`src/rtl/sram_ctrl_pkg.sv`:
```
package sram_ctrl_pkg;

  typedef enum logic [2:0] {
    ST_IDLE, ST_WR, ST_REC, ST_RD, ST_TA
  } seq_state_e;

  function automatic int unsigned ns_to_cyc(input int unsigned ns, input int unsigned clk_ns);
    int unsigned c;
    c = (ns + clk_ns - 1) / clk_ns;
    return (c == 0) ? 1 : c;
  endfunction

  function automatic int unsigned max2(input int unsigned a, input int unsigned b);
    return (a > b) ? a : b;
  endfunction

  function automatic int unsigned wp_ns(input int unsigned g);
    return (g == 55) ? 40 : (g == 70) ? 50 : 55;
  endfunction

  function automatic int unsigned wc_ns(input int unsigned g);
    return (g == 55) ? 55 : (g == 70) ? 70 : 85;
  endfunction

  function automatic int unsigned dw_ns(input int unsigned g);
    return (g == 55) ? 25 : (g == 70) ? 35 : 40;
  endfunction

  function automatic int unsigned acc_ns(input int unsigned g);
    return (g == 55) ? 55 : (g == 70) ? 70 : 85;
  endfunction

  function automatic int unsigned oe_ns(input int unsigned g);
    return (g == 55) ? 30 : (g == 70) ? 35 : 45;
  endfunction

  function automatic int unsigned hz_ns(input int unsigned g);
    return (g == 55) ? 20 : 30;
  endfunction

endpackage

```
`src/rtl/sram_cycle_cnt.sv`:
```
module sram_cycle_cnt #(
  parameter int unsigned CW = 4
) (
  input  logic          clk_i,
  input  logic          rst_ni,
  input  logic          load_i,
  input  logic [CW-1:0] load_val_i,
  output logic          zero_o
);
  logic [CW-1:0] cnt_q;

  always_ff @(posedge clk_i or negedge rst_ni) begin
    if (!rst_ni)              cnt_q <= '0;
    else if (load_i)          cnt_q <= load_val_i;
    else if (cnt_q != '0)     cnt_q <= cnt_q - 1'b1;
  end

  assign zero_o = (cnt_q == '0);
endmodule

```
`src/rtl/sram_seq_fsm.sv`:
```
module sram_seq_fsm
  import sram_ctrl_pkg::*;
#(
  parameter int unsigned CW      = 4,
  parameter int unsigned WP_CYC  = 1,
  parameter int unsigned REC_CYC = 1,
  parameter int unsigned RD_CYC  = 1,
  parameter int unsigned HZ_CYC  = 1
) (
  input  logic          clk_i,
  input  logic          rst_ni,
  input  logic          req_valid_i,
  input  logic          req_we_i,
  input  logic          cnt_zero_i,
  output logic          cnt_load_o,
  output logic [CW-1:0] cnt_val_o,
  output logic          ready_o,
  output logic          accept_o,
  output logic          capture_o,
  output logic          cs_n_o,
  output logic          we_n_o,
  output logic          oe_n_o,
  output logic          drv_en_o
);
  seq_state_e state_q, state_d;

  always_comb begin
    state_d    = state_q;
    cnt_load_o = 1'b0;
    cnt_val_o  = '0;
    unique case (state_q)
      ST_IDLE: if (req_valid_i) begin
        cnt_load_o = 1'b1;
        if (req_we_i) begin
          state_d   = ST_WR;
          cnt_val_o = CW'(WP_CYC - 1);
        end else begin
          state_d   = ST_RD;
          cnt_val_o = CW'(RD_CYC - 1);
        end
      end
      ST_WR: if (cnt_zero_i) begin
        state_d    = ST_REC;
        cnt_load_o = 1'b1;
        cnt_val_o  = CW'(REC_CYC - 1);
      end
      ST_REC: if (cnt_zero_i) state_d = ST_IDLE;
      ST_RD: if (cnt_zero_i) begin
        state_d    = ST_TA;
        cnt_load_o = 1'b1;
        cnt_val_o  = CW'(HZ_CYC - 1);
      end
      ST_TA: if (cnt_zero_i) state_d = ST_IDLE;
      default: state_d = ST_IDLE;
    endcase
  end

  assign ready_o   = (state_q == ST_IDLE);
  assign accept_o  = ready_o && req_valid_i;
  assign capture_o = (state_q == ST_RD) && cnt_zero_i;

  // strobes registered from next state: glitch-free pins
  always_ff @(posedge clk_i or negedge rst_ni) begin
    if (!rst_ni) begin
      state_q  <= ST_IDLE;
      cs_n_o   <= 1'b1;
      we_n_o   <= 1'b1;
      oe_n_o   <= 1'b1;
      drv_en_o <= 1'b0;
    end else begin
      state_q  <= state_d;
      cs_n_o   <= !(state_d == ST_WR || state_d == ST_RD);
      we_n_o   <= !(state_d == ST_WR);
      oe_n_o   <= !(state_d == ST_RD);
      drv_en_o <= (state_d == ST_WR || state_d == ST_REC);
    end
  end
endmodule

```
`src/rtl/sram_strobe_ctrl.sv`:
```
module sram_strobe_ctrl
  import sram_ctrl_pkg::*;
#(
  parameter int unsigned GRADE  = 55,
  parameter int unsigned CLK_NS = 8,
  parameter int unsigned AW     = 15,
  parameter int unsigned DW     = 8
) (
  input  logic          clk_i,
  input  logic          rst_ni,
  input  logic          req_valid_i,
  output logic          req_ready_o,
  input  logic          req_we_i,
  input  logic [AW-1:0] req_addr_i,
  input  logic [DW-1:0] req_wdata_i,
  output logic [DW-1:0] rd_data_o,
  output logic          rd_done_o,
  output logic          sram_cs_n_o,
  output logic          sram_we_n_o,
  output logic          sram_oe_n_o,
  output logic [AW-1:0] sram_addr_o,
  output logic [DW-1:0] sram_data_o,
  output logic          sram_data_oe_o,
  input  logic [DW-1:0] sram_data_i
);
  localparam int unsigned WP_CYC  = max2(ns_to_cyc(wp_ns(GRADE), CLK_NS),
                                         ns_to_cyc(dw_ns(GRADE), CLK_NS));
  localparam int unsigned WC_CYC  = max2(ns_to_cyc(wc_ns(GRADE), CLK_NS), WP_CYC + 1);
  localparam int unsigned REC_CYC = WC_CYC - WP_CYC;
  localparam int unsigned RD_CYC  = max2(ns_to_cyc(acc_ns(GRADE), CLK_NS),
                                         ns_to_cyc(oe_ns(GRADE), CLK_NS));
  localparam int unsigned HZ_CYC  = ns_to_cyc(hz_ns(GRADE), CLK_NS);
  localparam int unsigned MAX_CYC = max2(max2(WC_CYC, RD_CYC), HZ_CYC);
  localparam int unsigned CW      = $clog2(MAX_CYC + 2);

  logic          cnt_load, cnt_zero, accept, capture;
  logic [CW-1:0] cnt_val;
  logic [AW-1:0] addr_q;
  logic [DW-1:0] wdata_q, rdata_q;
  logic          done_q;

  sram_cycle_cnt #(.CW(CW)) cnt_i (
    .clk_i      (clk_i),
    .rst_ni     (rst_ni),
    .load_i     (cnt_load),
    .load_val_i (cnt_val),
    .zero_o     (cnt_zero)
  );

  sram_seq_fsm #(
    .CW(CW), .WP_CYC(WP_CYC), .REC_CYC(REC_CYC), .RD_CYC(RD_CYC), .HZ_CYC(HZ_CYC)
  ) fsm_i (
    .clk_i       (clk_i),
    .rst_ni      (rst_ni),
    .req_valid_i (req_valid_i),
    .req_we_i    (req_we_i),
    .cnt_zero_i  (cnt_zero),
    .cnt_load_o  (cnt_load),
    .cnt_val_o   (cnt_val),
    .ready_o     (req_ready_o),
    .accept_o    (accept),
    .capture_o   (capture),
    .cs_n_o      (sram_cs_n_o),
    .we_n_o      (sram_we_n_o),
    .oe_n_o      (sram_oe_n_o),
    .drv_en_o    (sram_data_oe_o)
  );

  always_ff @(posedge clk_i or negedge rst_ni) begin
    if (!rst_ni) begin
      addr_q  <= '0;
      wdata_q <= '0;
      rdata_q <= '0;
      done_q  <= 1'b0;
    end else begin
      done_q <= capture;
      if (accept) begin
        addr_q  <= req_addr_i;
        wdata_q <= req_wdata_i;
      end
      if (capture) rdata_q <= sram_data_i;
    end
  end

  assign sram_addr_o = addr_q;
  assign sram_data_o = wdata_q;
  assign rd_data_o   = rdata_q;
  assign rd_done_o   = done_q;

  // checker state: write-low run length and cycles since output-enable rose
  logic [CW-1:0] wp_run_q, hz_gap_q;
  always_ff @(posedge clk_i or negedge rst_ni) begin
    if (!rst_ni) begin
      wp_run_q <= '0;
      hz_gap_q <= CW'(HZ_CYC);
    end else begin
      wp_run_q <= sram_we_n_o ? '0 : wp_run_q + 1'b1;
      if (!sram_oe_n_o)                hz_gap_q <= '0;
      else if (hz_gap_q < CW'(HZ_CYC)) hz_gap_q <= hz_gap_q + 1'b1;
    end
  end


  wp_width_chk: assert property (@(posedge clk_i) disable iff (!rst_ni)
    $rose(sram_we_n_o) |-> wp_run_q >= CW'(WP_CYC));

  we_lead_chk: assert property (@(posedge clk_i) disable iff (!rst_ni)
    $fell(sram_we_n_o) |-> $fell(sram_cs_n_o) && sram_oe_n_o);

  hold_drive_chk: assert property (@(posedge clk_i) disable iff (!rst_ni)
    $rose(sram_we_n_o) |-> sram_data_oe_o);

  rd_we_high_chk: assert property (@(posedge clk_i) disable iff (!rst_ni)
    !sram_oe_n_o |-> sram_we_n_o);

  done_pulse_chk: assert property (@(posedge clk_i) disable iff (!rst_ni)
    rd_done_o |=> !rd_done_o);

  turnaround_chk: assert property (@(posedge clk_i) disable iff (!rst_ni)
    $rose(sram_data_oe_o) |-> hz_gap_q >= CW'(HZ_CYC));

  idle_quiet_chk: assert property (@(posedge clk_i) disable iff (!rst_ni)
    req_ready_o |-> sram_cs_n_o && sram_we_n_o && sram_oe_n_o && !sram_data_oe_o);

  addr_hold_chk: assert property (@(posedge clk_i) disable iff (!rst_ni)
    !sram_cs_n_o && $past(!sram_cs_n_o) |-> $stable(sram_addr_o));
endmodule

```
`config.mk`:
```
export PLATFORM = sky130hd
export DESIGN_NAME = sram_strobe_ctrl
export DESIGN_NICKNAME = d
export VERILOG_FILES = /design/src/rtl/sram_ctrl_pkg.sv /design/src/rtl/sram_cycle_cnt.sv /design/src/rtl/sram_seq_fsm.sv /design/src/rtl/sram_strobe_ctrl.sv
export SDC_FILE = /design/constraint.sdc
export NUM_CORES = 1
export LEC_CHECK = 0
export ABC_CLOCK_PERIOD_IN_PS = 2200
export BUFFER_PORTS_ARGS = -buffer_cell sky130_fd_sc_hd__buf_4
export CAP_MARGIN = 30
export CORE_MARGIN = 2
export CORE_UTILIZATION = 47
export CTS_CLUSTER_DIAMETER = 40
export DETAILED_ROUTE_END_ITERATION = 12
export PLACE_DENSITY = 0.78
export SYNTH_ARGS = -nofsm -noshare
export SYNTH_HDL_FRONTEND = slang
export SYNTH_SLANG_ARGS = --single-unit
```
`constraint.sdc`:
```
create_clock -name clk_i -period 2.2 [get_ports clk_i]
set_input_delay 0.33 -clock clk_i [delete_from_list [all_inputs] [get_ports clk_i]]
set_output_delay 0.33 -clock clk_i [all_outputs]
set_load 0.01 [all_outputs]
```
Word-level counts from Yosys, hierarchy flattened. Index checks and enable logic that the tools add are counted.

Bits in registers: 43. Input bits: 35. Output and inout port bits: 37.

Add/sub/neg operators: 1. Equal/unequal tests: 7. Multiplexer cells: 16. Reduce and logical (&&, ||, !) cells: 13.

Operators by type and width (count): 3-bit by 2-bit equality test with 1-bit output (second input constant) (4); 3-bit two-way mux (4); 4-bit two-way mux (3); 3-bit case mux with 4 select lines (1); 4-bit case mux with 3 select lines (1); 3-bit by 1-bit equality test with 1-bit output (second input constant) (2); 2-bit two-way mux (3); 4-bit zero test (1); 4-bit nonzero test (1); 2-bit OR reduction (2); 4-bit by 1-bit subtractor with 4-bit output (second input constant) (1); 3-bit equality test (second input constant) (1); 1-bit zero test (3); 3-bit zero test (1); 1-bit two-way mux (3); 1-bit logical AND (2); 1-bit logical OR (2); 1-bit case mux with 2 select lines (1); 2-bit nonzero test (1).

Longest topological paths before layout. Gate-level depths: netlist of the first run.

Word-level depth: 6. Mapped depth: 7. Mapped depth without buffers: 6.

Cells and area by module. From an unflattened synthesis of the first run, not the netlist that was laid out.

Cell total of the unflattened synthesis: 130. Area total of the unflattened synthesis: 1820.5 µm².

By module, submodules not included: sram_strobe_ctrl (times used 1, cells an instance 66, area each 1177.4 µm², seq. area each 800.8 µm²); sram_seq_fsm (times used 1, cells an instance 42, area each 409.1 µm², seq. area each 178.9 µm²); sram_cycle_cnt (times used 1, cells an instance 22, area each 234.0 µm², seq. area each 100.1 µm²).

Worst setup path before layout of the first run. Ideal clock, no wire load.

Path type: reg2reg. Start point: register cnt_i.cnt_q[0]. End point: register rdata_q[0], in the netlist rd_data_o[0]. Setup time: 125 ps. Data arrival time: 1528 ps. Data required time: 2075 ps. Slack: 547 ps. Stages on the path, launching flop included: 7. Buffers on the path: 1. Period minus slack after synthesis: 1653 ps. Cell sequence: dfrtp_1 inv_1 ha_1 nor3b_4 and3_4 buf_6 mux2_4.

Cells in the longest elaborated chain, start to end: 2.

Ends and longest elaborated chain: from (decl) (RTL line sram_cycle_cnt.sv:10) `logic [CW-1:0] cnt_q;`; from (signal assigned) (RTL line sram_cycle_cnt.sv:14) `else if (load_i) cnt_q <= load_val_i;`; from (signal assigned) (RTL line sram_cycle_cnt.sv:15) `else if (cnt_q != '0) cnt_q <= cnt_q - 1'b1;`; 4-bit zero test (RTL line sram_cycle_cnt.sv:18) `assign zero_o = (cnt_q == '0);`; 1-bit logical AND (RTL line sram_seq_fsm.sv:60) `assign capture_o = (state_q == ST_RD) && cnt_zero_i;`; net capture (RTL line sram_strobe_ctrl.sv:36) `logic cnt_load, cnt_zero, accept, capture;`; to (signal assigned) (RTL line sram_strobe_ctrl.sv:81) `if (capture) rdata_q <= sram_data_i;`; to (decl) (RTL line sram_strobe_ctrl.sv:39) `logic [DW-1:0] wdata_q, rdata_q;`.

The timed path passes the listed nets, and every way through them passes these cells. A chain may end at the register's enable or synchronous reset.

Worst setup path in the final report of the first run.
Start point: register cnt_i.cnt_q[0]. End point: register rdata_q[7], in the netlist rd_data_o[7].

Cells in the longest elaborated chain, start to end: 2.

Ends and longest elaborated chain (RTL line): 4-bit zero test (sram_cycle_cnt.sv:18); 1-bit logical AND (sram_seq_fsm.sv:60).

No other way between the ends.

==> run_results.csv, run 1 <==
group,metric,value,unit
status,outcome,"finished, final reports clean",
final_layout,drive_above_1_share,0.402,
synthesis,synthCells,173,
final_layout,seq_area,1080,um^2
synthesis,yosys.cell_count.top_type,"nand2_1",
global_routing,grt_max_degree,44,
setup_path,crit_chain,"inv_1, ha_1, nor3b_4, and3_4, mux2_2",
power_and_ir_drop,powerDensity,1400,nW/um^2
setup_path,critPathTopFamily,"simple AND/OR/NAND/NOR gates",
drt,drt_pass1_iterations,4,
global_routing,grt_overflow,0,
synthesis,yosys_warnings,0,
synthesis,synth_seq_area_share,0.602,
clock_network,cts_tree,"built",
timing,finalCritPeriodShare,0.820,
clock_network,cts_root_buffer,"clkbuf_8",
timing,fin_skew,0.00578,ns
timing,relSlewSlack,0.661,
placement,place.gp.congestion,0.847,
setup_path,path_class,"register to register",
global_routing,grt_usage,0.180,
synthesis,syn_area,1790,um^2
power_and_ir_drop,p_seq_frac,0.415,
worst_hold_path,hold_class,"input pin to asynchronous set/reset pin",
timing,period_needed,1.80,ns
setup_path,endpoint_kind,"register",
job,drv_cap,0,
drt,drtAntennaViolNets,0,
timing,tns,0,ns
final_layout,insertedDiodeCount,0,
synthesis,synth_common_cells,"nand2_1, dfrtp_1, mux2_4",
final_layout,multi_input_area,648,um^2
setup_path,crit_arrival,1.98,ns
clock_network,clock-sinks,43,
drt,drcViolationCount,0,
floorplan,dieWidth,65.8,um
timing,rsz0062_at_grt,"false",
global_routing,grt_pass1_wl,5.80,mm
synthesis,ys_ff_latch,43,
setup_path,cp-start-kind,"register",
drt,drt-wirelength-per-cell,12.1,um
synthesis,yosys.area.top_type_share,0.558,
synthesis,synth.area.top_cells,"dfrtp_1, nand2_1, mux2_4",
synthesis,ys.flop_type,"dfrtp_1",
synthesis,yosysTopAreaCell,"dfrtp_1",
power_and_ir_drop,leakagePower,0.00130,uW
floorplan,die_h,65.8,um
floorplan,core,3660,um^2
drt,wl,3.55,mm
drt,post_drt_via_cell_ratio,4.73,
setup_path,worst-path-max-fanout,11,
timing,slew_viol_final,0,
drt,dr.first_iter.drc_count,70,
timing,fmax,0.554,GHz
final_layout,final_nets,281,
synthesis,avgSynthCellArea,10.4,um^2
floorplan,pin_count,72,
timing,finalSetupViolCount,0,
setup_path,slowest_stage,"dfrtp_1",
power_and_ir_drop,intPower,2250,uW
synthesis,synthesis.nets,209,
floorplan,die_area,4330,um^2
floorplan,fp-row-count,22,
global_routing,antenna_found_initial,0,
clock_network,post_cts_resized,0,
setup_path,cpPeakStageDelay,0.39,ns
power_and_ir_drop,swShare,0.345,
final_layout,syn_to_final_growth,36.9,%
clock_network,postCtsHoldBufs,0,
clock_network,cts.htree.levels,2,
drt,vias,1392,
clock_network,numCtsBuffers,5,
power_and_ir_drop,irDropWorstVdd,718,uV
setup_path,crit_buf_inv,1,
placement,portBuffers,71,
synthesis,ys_types,33,
timing,fin_ws,0.397,ns
global_routing,grt_pass1_vias,1312,
clock_network,postCtsSetupBuffers,0,
final_layout,nFillCells,332,
power_and_ir_drop,comb_power_share,0.432,
power_and_ir_drop,clock_power_share,0.153,
clock_network,insertion_delay,0.29,ns
power_and_ir_drop,power_switching,1190,uW
timing,finalHoldViolCount,0,
synthesis,async_flop_share,1.00,
placement,pre_cts_ws,0.394,ns
synthesis,synth_edf_count,0,
floorplan,start_util,0.490,
placement,dp_hpwl,2.58,mm
timing,worstMarginPinSlew,0.509,ns
clock_network,clk_path_buf_depth,2,
setup_path,worstPathRequired,2.38,ns
clock_network,clk_pin_slew,0.08,ns
flip-flops by register name, summed over array words and instances (netlist names):
name and count:
cnt_i.cnt_q 4, sram_addr_o 15, sram_data_o 8, fsm_i.oe_n_o 1, fsm_i.drv_en_o 1, fsm_i.we_n_o 1, fsm_i.cs_n_o 1, rd_data_o 8
fsm_i.state_q 3, rd_done_o 1
per-stage QoR:
step / hold slack (ns) / util / instances / instance area, um^2 / power [uW]
3_5_place_dp: 0.345 / 0.643 / 286 / 2350 / 2950
4_1_cts: 0.0313 / 0.671 / 294 / 2450 / 3490
3_3_place_gp: 0.344 / 0.643 / 286 / 2350 / 2900
2_1_floorplan: 0.0344 / - / 173 / 1790 / 2270
6_report: 0.00985 / 0.671 / 294 / 2450 / 3440
5_1_grt: 0.0481 / 0.671 / 294 / 2450 / 3710
cells by family after synthesis:
logic type               count (synthesis)  synth area share
flip-flops                              43             0.602
multiplexers                             8            0.0649
adder cells (fa/ha/maj)                  1           0.00698
buffers and inverters                   12            0.0363
AO/OA/AOI/OAI                           12            0.0426
AND/OR/NAND/NOR                         97             0.247
routing by layer:
layer  routed length [um]  vias to the layer above  global-route usage
met5                    0                        -                   0
met2                 1790                       43               0.295
met3                  171                        8              0.0360
met4                   78                        0              0.0938
li1                     -                      695                   -
met1                 1510                      646               0.223
final timing paths:
kind,cells after the start,to,slack [ns],from
hold reg to reg,2,sram_data_o[3]$_DFFE_PN0N_,0.47,sram_data_o[3]$_DFFE_PN0N_
setup reg to reg,5,rd_data_o[7]$_DFFE_PN0N_,0.40,cnt_i.cnt_q[0]$_DFFE_PN0P_
setup / recovery,5,rd_data_o[7]$_DFFE_PN0N_,0.40,cnt_i.cnt_q[0]$_DFFE_PN0P_
max in group asynchronous,1,fsm_i.oe_n_o$_DFF_PN1_,1.83,rst_ni
min in group clk_i,3,sram_data_o[2]$_DFFE_PN0N_,0.23,req_wdata_i[2]
hold / removal,1,fsm_i.state_q[0]$_DFF_PN0_,0.01,rst_ni
cells in the final DEF (no fill, tap or decap), drive strengths merged, types with 2 or more instances in the layout:
master / n
dfstp: 3
or3: 2
clkbuf: 8
a211oi: 2
nand2: 72
a21oi: 5
buf: 74
nor2: 6
mux2: 8
nand2b: 2
inv: 3
nor3: 4
dfrtp: 40
nor3b: 2
layout make-up:
cell class,instances,area share
timing repair buffer,74,0.226
inverter,3,0.00459
tap,48,0.0245
multi-input combinational,118,0.264
clock buffer,8,0.0408
sequential,43,0.440
power groups by stage:
stage | Sequential, uW | Combinational, uW | Clock, uW
2_1_floorplan | 1520 | 749 | 0
3_3_place_gp | 1430 | 1460 | 0
3_5_place_dp | 1430 | 1520 | 0
4_1_cts | 1430 | 1510 | 544
5_1_grt | 1480 | 1650 | 583
6_report | 1430 | 1490 | 527
(Power assumes the default switching activity.)
==> run 2: changes to the inputs <==
Settings changed: ABC_CLOCK_PERIOD_IN_PS 2200 to 1600, CORE_UTILIZATION 47 to 43, PLACE_DENSITY 0.78 to 0.75.
Clock period 2.2 ns to 1.6 ns, I/O delays scaled along.
==> run 2 against run 1 <==
Die area up 8.7%. Largest cell class unchanged. Via count grew 3.3%. Highest routed layer unchanged. Setup slack got worse by 0.35 ns. Final cell count rose by 4.4%. Hold slack better by 0.13 ns. Clock-buffer cell count down 1.
==> run_results.csv, run 2 (same netlist as run 1, synthesis figures left out) <==
group,metric,value,unit
drt,wl,3.75,mm
clock_network,clk_pin_slew,0.08,ns
clock_network,numCtsBuffers,5,
drt,vias,1438,
drt,drt-wirelength-per-cell,12.2,um
drt,drtAntennaViolNets,0,
timing,finalSetupViolCount,0,
global_routing,grt_overflow,0,
clock_network,cts.htree.levels,2,
timing,rsz0062_at_grt,"true",
clock_network,clk_path_buf_depth,2,
floorplan,core,4000,um^2
setup_path,worst-path-max-fanout,6,
drt,dr.first_iter.drc_count,75,
timing,fmax,0.642,GHz
final_layout,layout_commonest_cell,"buf_4",
setup_path,path_class,"register to register",
setup_path,cp-start-kind,"register",
timing,fin_skew,0.00496,ns
timing,finalHoldViolCount,0,
placement,portBuffers,71,
floorplan,die_h,68.6,um
power_and_ir_drop,totalPowerFinal,4940,uW
timing,tns,0,ns
setup_path,cpPeakStageDelay,0.40,ns
setup_path,endpoint_kind,"register",
floorplan,pin_count,72,
final_layout,syn_to_final_growth,43.8,%
clock_network,cts_root_buffer,"clkbuf_8",
floorplan,fp-row-count,23,
timing,relSlewSlack,0.652,
global_routing,grt_max_degree,44,
timing,finalCritPeriodShare,0.973,
final_layout,mostFrequentLayoutCells,"buf_4, nand2_1, dfrtp_1",
power_and_ir_drop,leakagePower,0.00136,uW
setup_path,worstPathRequired,1.77,ns
setup_path,crit_arrival,1.73,ns
placement,dp_hpwl,2.62,mm
final_layout,insertedDiodeCount,0,
worst_hold_path,worstHoldStart,"req_wdata_i[0]",
final_layout,nFillCells,337,
drt,post_drt_via_cell_ratio,4.68,
global_routing,antenna_found_initial,0,
status,outcome,"finished, final reports clean",
drt,drt_pass1_iterations,4,
floorplan,dieWidth,68.6,um
floorplan,die_area,4700,um^2
clock_network,clock-sinks,43,
clock_network,cts_tree,"built",
timing,worstMarginPinSlew,0.522,ns
placement,place.gp.congestion,0.814,
timing,period_needed,1.56,ns
worst_hold_path,hold_class,"input pin to register",
power_and_ir_drop,irDropWorstVdd,916,uV
setup_path,r2r-start,"cnt_i.cnt_q[0]$_DFFE_PN0P_",
clock_network,insertion_delay,0.28,ns
global_routing,grt_pass1_vias,1204,
placement,placed_cells,295,
final_layout,drive_above_1_share,0.440,
setup_path,crit_chain,"inv_2, ha_4, nor3b_4, and3_4, mux2_4",
global_routing,grt_pass1_wl,5.56,mm
timing,slew_viol_final,0,
global_routing,grt_usage,0.161,
floorplan,start_util,0.448,
final_layout,stdcell_count,307,
final_layout,largest_reg_flops,15,
setup_path,crit_start,"cnt_i.cnt_q[0]$_DFFE_PN0P_",
job,drv_cap,0,
final_layout,final_nets,292,
drt,drcViolationCount,0,
setup_path,slowest_stage,"dfrtp_1",
power_and_ir_drop,powerDensity,1920,nW/um^2
run 2: cell count changes in the layout (fill, tap and decap cells not counted), moves of 2 or more:
cell | before | now
inv_1 | 3 | 1
buf_12 | 0 | 2
clkbuf_8 | 7 | 5
inv_2 | 0 | 2
buf_4 | 74 | 81
run 2: power by group:
part           switching [uW]  internal [uW]
Combinational            1070           1300
Clock                     342            306
Sequential                315           1610
Total                    1720           3220
run 2: final cells by class:
class / instances / area [um^2] / area share
clock buffers: 7 / 76.3 / 0.0296
clock inverters: 1 / 5.00 / 0.00194
inverters: 3 / 11.3 / 0.00437
multi-input cells: 119 / 684 / 0.266
flip-flops and latches: 43 / 1080 / 0.419
well taps: 50 / 62.6 / 0.0243
repair buffers: 84 / 658 / 0.255
run 2: routing by layer:
metal,vias up,track usage,share of wire,routed length (um)
met5,-,0,0,0
met4,0,0.0600,0.017,62
met3,6,0.0455,0.076,287
met2,52,0.242,0.46,1740
met1,655,0.221,0.44,1660
li1,725,-,-,-
run 2: stage by stage:
stage	hold slack (ns)	area [um^2]	util	worst slack (ns)
after detailed placement	0.259	2440	0.609	-0.0430
after global placement	0.260	2440	0.609	0.0154
after global routing	0.137	2580	0.644	-0.0240
final	0.138	2580	0.644	0.0426
after CTS	0.136	2550	0.637	-0.00912
after floorplan	-0.0556	1800	-	-0.0326
run 2: critical path: cells and delay by family, from the launching register on:
family / cells / cell delay (ns)
buffers and inverters: 1 / 0.08
adder cells (fa/ha/maj): 1 / 0.13
flip-flops: 1 / 0.40
multiplexers: 1 / 0.31
AND/OR/NAND/NOR: 2 / 0.51
run 2: final timing paths:
kind                       slack (ns)                           to  cells after the start
setup / recovery                 0.04     rd_data_o[2]$_DFFE_PN0N_                      5
hold / removal                   0.14   sram_data_o[0]$_DFFE_PN0N_                      3
setup reg to reg                 0.04     rd_data_o[2]$_DFFE_PN0N_                      5
hold reg to reg                  0.48   sram_addr_o[6]$_DFFE_PN0N_                      2
max in group asynchronous        0.75       fsm_i.we_n_o$_DFF_PN1_                      2
min in group asynchronous        0.47  sram_addr_o[14]$_DFFE_PN0N_                      2
run 2: what timing repair did:
item	4_1_cts	5_1_grt
hold buffers	1	0
setup endpoints to repair	10	11
cloned	1	0
buffers inserted	1	1
gates resized for setup	2	5
hold endpoints to repair	40	0
pin swaps	1	3
